--- src/rtl/cache_decay_pkg.sv ---
package cache_decay_pkg;

  // Outcome of the adaptive window that opens when a line decays.
  typedef enum logic [1:0] {
    ADJ_KEEP   = 2'd0,
    ADJ_GROW   = 2'd1,
    ADJ_SHRINK = 2'd2
  } period_adj_e;

endpackage

--- src/rtl/decay_tick_gen.sv ---
module decay_tick_gen #(
  parameter int TICK_PERIOD = 2500
) (
  input  logic clk,
  input  logic rst_n,
  output logic tick
);
  localparam int CW = (TICK_PERIOD > 1) ? $clog2(TICK_PERIOD) : 1;
  localparam logic [CW-1:0] LAST = CW'(TICK_PERIOD - 1);

  logic [CW-1:0] cnt_q;

  always_ff @(posedge clk or negedge rst_n) begin
    if (!rst_n) begin
      cnt_q <= '0;
    end else if (cnt_q == LAST) begin
      cnt_q <= '0;
    end else begin
      cnt_q <= cnt_q + 1'b1;
    end
  end

  assign tick = (cnt_q == LAST);
endmodule

--- src/rtl/decay_line.sv ---
module decay_line
  import cache_decay_pkg::*;
#(
  parameter int CNT_W    = 2,
  parameter int EXP_W    = 2,
  parameter int INIT_EXP = 0
) (
  input  logic clk,
  input  logic rst_n,
  input  logic tick,
  input  logic touch,
  input  logic fill,
  input  logic adapt_en,
  output logic pwr_en,
  output logic vld_clr,
  output logic miss_hit
);
  localparam int CNT_MAX = (1 << CNT_W) - 1;
  localparam int EXP_MAX = (1 << EXP_W) - 1;
  localparam int PRE_W   = (EXP_MAX > 0) ? EXP_MAX : 1;

  logic              on_q;
  logic              vclr_q;
  logic              watch_q;
  logic [CNT_W-1:0]  cnt_q;
  logic [PRE_W-1:0]  pre_q;
  logic [PRE_W-1:0]  pre_lim;
  logic [EXP_W-1:0]  exp_q;
  logic              step;
  logic              adv;
  logic              decay_now;
  period_adj_e       adj;

  always_comb begin
    pre_lim = '0;
    if (adapt_en) pre_lim = PRE_W'((1 << exp_q) - 1);
    // A touch in the same cycle as a tick wins over the tick.
    step      = tick && on_q && !touch && !fill;
    adv       = step && (pre_q == pre_lim);
    decay_now = adv && (cnt_q == CNT_W'(CNT_MAX - 1));
    adj = ADJ_KEEP;
    if (adapt_en && watch_q && !fill) begin
      if (touch)     adj = ADJ_GROW;
      else if (tick) adj = ADJ_SHRINK;
    end
  end

  always_ff @(posedge clk or negedge rst_n) begin
    if (!rst_n) begin
      on_q    <= 1'b1;
      vclr_q  <= 1'b0;
      watch_q <= 1'b0;
      cnt_q   <= '0;
      pre_q   <= '0;
      exp_q   <= EXP_W'(INIT_EXP);
    end else begin
      vclr_q <= decay_now;
      if (fill) begin
        on_q  <= 1'b1;
        cnt_q <= '0;
        pre_q <= '0;
      end else if (touch && on_q) begin
        cnt_q <= '0;
        pre_q <= '0;
      end else if (adv) begin
        pre_q <= '0;
        cnt_q <= cnt_q + 1'b1;
        if (decay_now) on_q <= 1'b0;
      end else if (step) begin
        pre_q <= pre_q + 1'b1;
      end

      if (decay_now)                  watch_q <= 1'b1;
      else if (fill || touch || tick) watch_q <= 1'b0;

      case (adj)
        ADJ_GROW:   if (exp_q != EXP_W'(EXP_MAX)) exp_q <= exp_q + 1'b1;
        ADJ_SHRINK: if (exp_q != '0)              exp_q <= exp_q - 1'b1;
        default: ;
      endcase
    end
  end

  assign pwr_en   = on_q;
  assign vld_clr  = vclr_q;
  assign miss_hit = touch && !on_q && !fill;
endmodule

--- src/rtl/decay_miss_report.sv ---
module decay_miss_report #(
  parameter int NUM_LINES = 8,
  parameter int IDX_W     = 3
) (
  input  logic                 clk,
  input  logic                 rst_n,
  input  logic [NUM_LINES-1:0] line_miss,
  input  logic [IDX_W-1:0]     acc_idx,
  output logic                 miss_vld,
  output logic [IDX_W-1:0]     miss_idx
);
  always_ff @(posedge clk or negedge rst_n) begin
    if (!rst_n) begin
      miss_vld <= 1'b0;
      miss_idx <= '0;
    end else begin
      miss_vld <= |line_miss;
      miss_idx <= acc_idx;
    end
  end
endmodule

--- src/rtl/cache_decay_ctrl.sv ---
module cache_decay_ctrl #(
  parameter int NUM_LINES   = 8,
  parameter int TICK_PERIOD = 2500,
  parameter int CNT_W       = 2,
  parameter int EXP_W       = 2,
  parameter int INIT_EXP    = 0,
  localparam int IDX_W      = (NUM_LINES > 1) ? $clog2(NUM_LINES) : 1
) (
  input  logic                 clk,
  input  logic                 rst_n,
  input  logic                 adapt_en,
  input  logic                 acc_vld,
  input  logic [IDX_W-1:0]     acc_idx,
  input  logic                 fill_vld,
  input  logic [IDX_W-1:0]     fill_idx,
  output logic [NUM_LINES-1:0] line_pwr_en,
  output logic [NUM_LINES-1:0] line_vld_clr,
  output logic                 miss_vld,
  output logic [IDX_W-1:0]     miss_idx
);
  logic                 tick;
  logic [NUM_LINES-1:0] line_miss;

  decay_tick_gen #(.TICK_PERIOD(TICK_PERIOD)) tick_i (
    .clk   (clk),
    .rst_n (rst_n),
    .tick  (tick)
  );

  for (genvar g = 0; g < NUM_LINES; g++) begin : g_line
    logic touch_g;
    logic fill_g;
    assign touch_g = acc_vld  && (acc_idx  == IDX_W'(g));
    assign fill_g  = fill_vld && (fill_idx == IDX_W'(g));

    decay_line #(
      .CNT_W    (CNT_W),
      .EXP_W    (EXP_W),
      .INIT_EXP (INIT_EXP)
    ) line_i (
      .clk      (clk),
      .rst_n    (rst_n),
      .tick     (tick),
      .touch    (touch_g),
      .fill     (fill_g),
      .adapt_en (adapt_en),
      .pwr_en   (line_pwr_en[g]),
      .vld_clr  (line_vld_clr[g]),
      .miss_hit (line_miss[g])
    );
  end

  decay_miss_report #(.NUM_LINES(NUM_LINES), .IDX_W(IDX_W)) miss_i (
    .clk       (clk),
    .rst_n     (rst_n),
    .line_miss (line_miss),
    .acc_idx   (acc_idx),
    .miss_vld  (miss_vld),
    .miss_idx  (miss_idx)
  );
endmodule

--- config.mk ---
export PLATFORM = sky130hd
export DESIGN_NAME = cache_decay_ctrl
export DESIGN_NICKNAME = d
export VERILOG_FILES = /design/src/rtl/cache_decay_pkg.sv /design/src/rtl/decay_tick_gen.sv /design/src/rtl/decay_line.sv /design/src/rtl/decay_miss_report.sv /design/src/rtl/cache_decay_ctrl.sv
export SDC_FILE = /design/constraint.sdc
export NUM_CORES = 1
export LEC_CHECK = 0
export BUFFER_PORTS_ARGS = -buffer_cell sky130_fd_sc_hd__buf_4
export CAP_MARGIN = 20
export CORE_AREA = 2 2 138 86
export DETAILED_ROUTE_END_ITERATION = 6
export DIE_AREA = 0 0 140 88
export HOLD_SLACK_MARGIN = 0.02
export PLACE_DENSITY = 0.83
export SLEW_MARGIN = 20
export SYNTH_ARGS = -nofsm -noshare
export SYNTH_HDL_FRONTEND = slang
export SYNTH_SLANG_ARGS = --single-unit
--- constraint.sdc ---
create_clock -name clk -period 6.9 [get_ports clk]
set_clock_uncertainty 0.1 [all_clocks]
set_input_delay 1.38 -clock clk [delete_from_list [all_inputs] [get_ports clk]]
set_output_delay 1.38 -clock clk [all_outputs]
set_load 0.05 [all_outputs]
==> impl_results.rst <==
.. list-table::
   :header-rows: 1

   * - Metric
     - Value
   * - Outcome
     - finished, violations left
   * - Failing checks
     - design-rule violations
   * - Commonest register cell after synthesis
     - sky130_fd_sc_hd__dfrtp_1
   * - CP peak stage delay
     - 560 ps
   * - Terminating pin of the worst hold path
     - g_line[2].line_i.cnt_q[0]
   * - Share of flip-flops with an asynchronous set or reset
     - 100%
   * - Critical path class
     - input pin to flop
   * - Top cell type's share of synthesized area
     - 37.1%
   * - Achievable frequency
     - 310 MHz
   * - PortBufs
     - 30
   * - Post-synthesis register bit count
     - 96
   * - Yosys warning total
     - 0
   * - Launch instance of the worst min-delay path
     - g_line[2].line_i.cnt_q[0]
   * - GR Util met2
     - 35.8%
   * - Number of different library cells in the post-synthesis netlist
     - 58
   * - Drt first-iter violations
     - 324
   * - Max Fanout on Critical Path
     - 13
   * - Number of global-route vias before repair
     - 4,518
   * - Final worst path period need
     - 3220 ps
   * - Worst-path cell with the longest stage delay
     - sky130_fd_sc_hd__nor4bb_1
   * - CTS Hold Buffers Added
     - 0
   * - Remaining number of nets flagged by the antenna check after routing
     - 0
   * - Floorplan die area
     - 0.0123 sq mm
   * - Setup Buffers After CTS
     - 0
   * - LEAKAGE
     - 0.00281 uW
   * - Total placed instance area
     - 0.00612 sq mm
   * - Horizontal die dimension
     - 140 um
   * - Transition time at the pin with the least slew margin
     - 875 ps
   * - Classification of the worst-slack hold path
     - flop to flop
   * - R2R setup slack
     - 4010 ps
   * - First drt pass iteration count
     - 7
   * - Initial core utilization
     - 53.6%
   * - Leading area contributor after synthesis
     - sky130_fd_sc_hd__dfrtp_1
   * - Power density cells
     - 190 mW/mm^2
   * - Number of sinks on the clock net
     - 96
   * - Hold-critical path depth
     - 1
   * - Final instance count without filler cells
     - 788
   * - Mapped Area
     - 0.00594 sq mm
   * - Fraction of final layout cells sized beyond drive strength 1
     - 11.2%
   * - Number of enable-type register cells in the synthesized netlist
     - 0
   * - Number of inserted diodes
     - 0
   * - Register area share after synthesis
     - 40.6%
   * - Routed len/inst
     - 16.5 um
   * - Max clock buf depth
     - 2
   * - FF-to-FF Start
     - tick_i.cnt_q[5]
   * - M3 GR Usage
     - 5.03%
   * - Worst relative slew slack
     - 41.1%
   * - Total length of routed wires
     - 13,000 um
   * - Post-synth net total
     - 680
   * - H-tree levels
     - 3
   * - Mapped Avg Cell Area
     - 9.33 sq um
   * - Post-Synthesis Cells
     - 636
   * - GRT Residual Overflow
     - 0
   * - CTS resizes
     - 0
   * - MaxCap Viol Count
     - 0
   * - Number of pins exceeding their max-slew limit in the final report
     - 0
   * - Clock transition at the registers of the reported paths
     - 60 ps
   * - Global-route layer with the greatest usage
     - met2
   * - Row Count
     - 30
   * - Critical path cell sequence
     - buf_4 -> nor4bb_1 -> nor2_1 -> nand3_1 -> inv_1 -> ha_1 -> nor2_1 -> nand3_1 -> o22ai_1 -> nor2_1
   * - Setup repair after global routing missed its margin
     - false
   * - Total via count in the routed design
     - 4,766
   * - Finished layout cell area
     - 0.00645 sq mm
   * - Final weighted congestion of routability-driven global placement
     - 0.802
   * - Maximum number of pins on one net before global-route repair
     - 50
   * - Core region area
     - 0.0111 sq mm
   * - Worst reg-to-reg path cell count
     - 11
   * - Via density per instance
     - 6.05
   * - Met1 Track Usage GR
     - 29.9%
   * - Critical path's most frequent cell
     - sky130_fd_sc_hd__nor2_1
   * - Number of placed instances, taps included
     - 772
   * - Critical path data arrival time
     - 3350 ps
   * - Antenna violations before repair
     - 0
   * - Number of placed I/O pins
     - 31
   * - Wire length of the first global-routing pass
     - 21,600 um
   * - CTS buffer count
     - 9
   * - Latest clock arrival within the worst-skew pair
     - 340 ps
   * - Category of the worst setup path capture point
     - flop
   * - Relative area change from synthesis to final layout
     - 8.66%
   * - Post-DP HPWL
     - 9420 um
   * - Required time worst endpoint
     - 7030 ps
   * - Die extent in y
     - 88 um
   * - DRC violations left
     - 1
   * - Total negative slack for setup checks
     - 0 ps
   * - Final number of setup-violating endpoints
     - 0
   * - Root cell of the clock tree
     - sky130_fd_sc_hd__clkbuf_16
   * - Final clock period utilization by the worst path
     - 46.7%
   * - Worst reg2reg path endpoint
     - g_line[7].line_i.exp_q[1]
   * - Largest cells by area after synthesis
     - sky130_fd_sc_hd__dfrtp_1, sky130_fd_sc_hd__ha_1, sky130_fd_sc_hd__nand2_1
   * - Layout Nets
     - 683
   * - Startpoint Class
     - input pin
   * - Overall routing resource usage
     - 22.0%
   * - CTS tree
     - built
   * - Hold Violations, Final
     - 0
   * - IR drop worst, VDD
     - 106 uV
report_power, final:
group          total (uW)  internal (uW)  switching (uW)
Combinational        91.5           30.7            60.8
Sequential            591            574            17.6
Clock                 545            329             216
Total                1230            933             295
flip-flops by register name, summed over array words and instances (netlist names):
signal and cells:
g_line.line_i.cnt_q 16, g_line.line_i.exp_q 16, g_line.line_i.pre_q 24, g_line.line_i.pwr_en 8, g_line.line_i.vld_clr 8, g_line.line_i.watch_q 8
miss_i.miss_idx 3, miss_i.miss_vld 1, tick_i.cnt_q 12
critical path: cells and delay by family:
kind	cells	cell delay [ps]
AOI/OAI and AO/OA	1	170
adders and majority gates	1	310
buffers and inverters	2	220
and+or+nand+nor	6	1260
worst max-delay path by stage:
stage | cells after the start | start | slack, ps | endpoint
2_1_floorplan | 11 | adapt_en | 3500 | g_line[5].line_i.exp_q[1]
3_3_place_gp | 10 | fill_idx[1] | 3450 | g_line[1].line_i.exp_q[1]
3_5_place_dp | 10 | fill_idx[1] | 3360 | g_line[1].line_i.exp_q[1]
4_1_cts | 10 | acc_idx[1] | 3700 | g_line[2].line_i.exp_q[1]
5_1_grt | 10 | acc_idx[1] | 3470 | g_line[2].line_i.exp_q[1]
6_report | 10 | acc_idx[1] | 3680 | g_line[2].line_i.exp_q[1]
per-layer routing:
metal | vias to the layer above | wire, um
met5 | - | 0
met4 | 0 | 225
met3 | 17 | 609
met2 | 111 | 5880
met1 | 2311 | 6250
li1 | 2327 | -
per-stage QoR:
step	hold slack, ps	utilization (%)	setup WS, ps	power, uW
after global routing	409	58.3	3470	1270
after CTS	384	58.3	3700	1240
after global placement	362	55.3	3450	687
after floorplan	348	-	3500	659
after detailed placement	375	55.3	3360	693
final	379	58.3	3680	1230
placed cells by master, fill, tap and decap left out, drive strengths merged, types with 4 or more instances in the layout:
| master | netlist | final |
|---|---|---|
| nor4bb | 4 | 4 |
| clkbuf | 12 | 10 |
| xnor2 | 6 | 6 |
| or3 | 19 | 19 |
| or4bb | 8 | 8 |
| nand2b | 13 | 13 |
| o22ai | 7 | 7 |
| inv | 27 | 27 |
| or4b | 8 | 8 |
| nand3b | 6 | 6 |
| buf | 28 | 32 |
| nor2b | 14 | 14 |
| nor3b | 5 | 5 |
| and3 | 12 | 12 |
| nor3 | 7 | 7 |
| dfstp | 8 | 8 |
| nand4b | 14 | 14 |
| a21o | 12 | 12 |
| a21oi | 40 | 40 |
| dfrtp | 88 | 88 |
| o31ai | 8 | 8 |
| and4b | 5 | 5 |
| a21boi | 6 | 6 |
| o21ai | 25 | 25 |
| a31oi | 14 | 14 |
| nor4b | 10 | 10 |
| nand4 | 17 | 17 |
| ha | 33 | 33 |
| nand2 | 60 | 60 |
| nand3 | 41 | 41 |
| nand4bb | 6 | 6 |
| mux2i | 6 | 6 |
| nor2 | 42 | 42 |
cell usage after synthesis (3+ instances only):
master / count
sky130_fd_sc_hd__dfrtp_1: 88
sky130_fd_sc_hd__a31oi_1: 14
sky130_fd_sc_hd__nand2b_1: 13
sky130_fd_sc_hd__buf_2: 9
sky130_fd_sc_hd__nand3b_1: 6
sky130_fd_sc_hd__o21ai_0: 24
sky130_fd_sc_hd__nor2b_1: 14
sky130_fd_sc_hd__and4b_1: 5
sky130_fd_sc_hd__nor4_1: 3
sky130_fd_sc_hd__or4b_1: 7
sky130_fd_sc_hd__a21oi_1: 40
sky130_fd_sc_hd__or3_1: 18
sky130_fd_sc_hd__o22ai_1: 7
sky130_fd_sc_hd__xnor2_1: 6
sky130_fd_sc_hd__nand2_1: 60
sky130_fd_sc_hd__or4bb_1: 8
sky130_fd_sc_hd__a21o_1: 12
sky130_fd_sc_hd__nor2_1: 42
sky130_fd_sc_hd__inv_1: 27
sky130_fd_sc_hd__o22a_1: 3
sky130_fd_sc_hd__and3_1: 12
sky130_fd_sc_hd__nor4b_1: 8
sky130_fd_sc_hd__dfstp_2: 8
sky130_fd_sc_hd__nand4b_1: 14
sky130_fd_sc_hd__clkbuf_1: 11
sky130_fd_sc_hd__nor3b_2: 3
sky130_fd_sc_hd__ha_1: 33
sky130_fd_sc_hd__nand3_1: 36
sky130_fd_sc_hd__o31ai_1: 8
sky130_fd_sc_hd__nand4_1: 17
sky130_fd_sc_hd__a21boi_0: 6
sky130_fd_sc_hd__mux2i_1: 6
sky130_fd_sc_hd__nor3_1: 6
sky130_fd_sc_hd__nand3_4: 4
sky130_fd_sc_hd__nor4bb_1: 4
sky130_fd_sc_hd__nand4bb_1: 6
sky130_fd_sc_hd__xor2_1: 3
sky130_fd_sc_hd__buf_4: 18
final cells by class:
| cell class | count | area, sq um |
|---|---|---|
| clock inverter | 6 | 92.6 |
| sequential | 96 | 2410 |
| timing repair buffer | 32 | 240 |
| clock buffer | 10 | 239 |
| multi-input combinational | 473 | 3190 |
| tap | 144 | 180 |
| fill | 926 | 4620 |
| inverter | 27 | 101 |
logic make-up (layout without fill, tap and decap cells):
family / after synthesis / in the layout / share of synthesized area, %
mux: 6 / 6 / 1.01
flops: 96 / 96 / 40.6
buf+inv: 67 / 75 / 5.71
xor+xnor: 9 / 9 / 1.33
fa+ha+maj: 33 / 33 / 6.95
simple gates: 302 / 302 / 31.9
compound gates: 123 / 123 / 12.5
(Power assumes the default switching activity.)
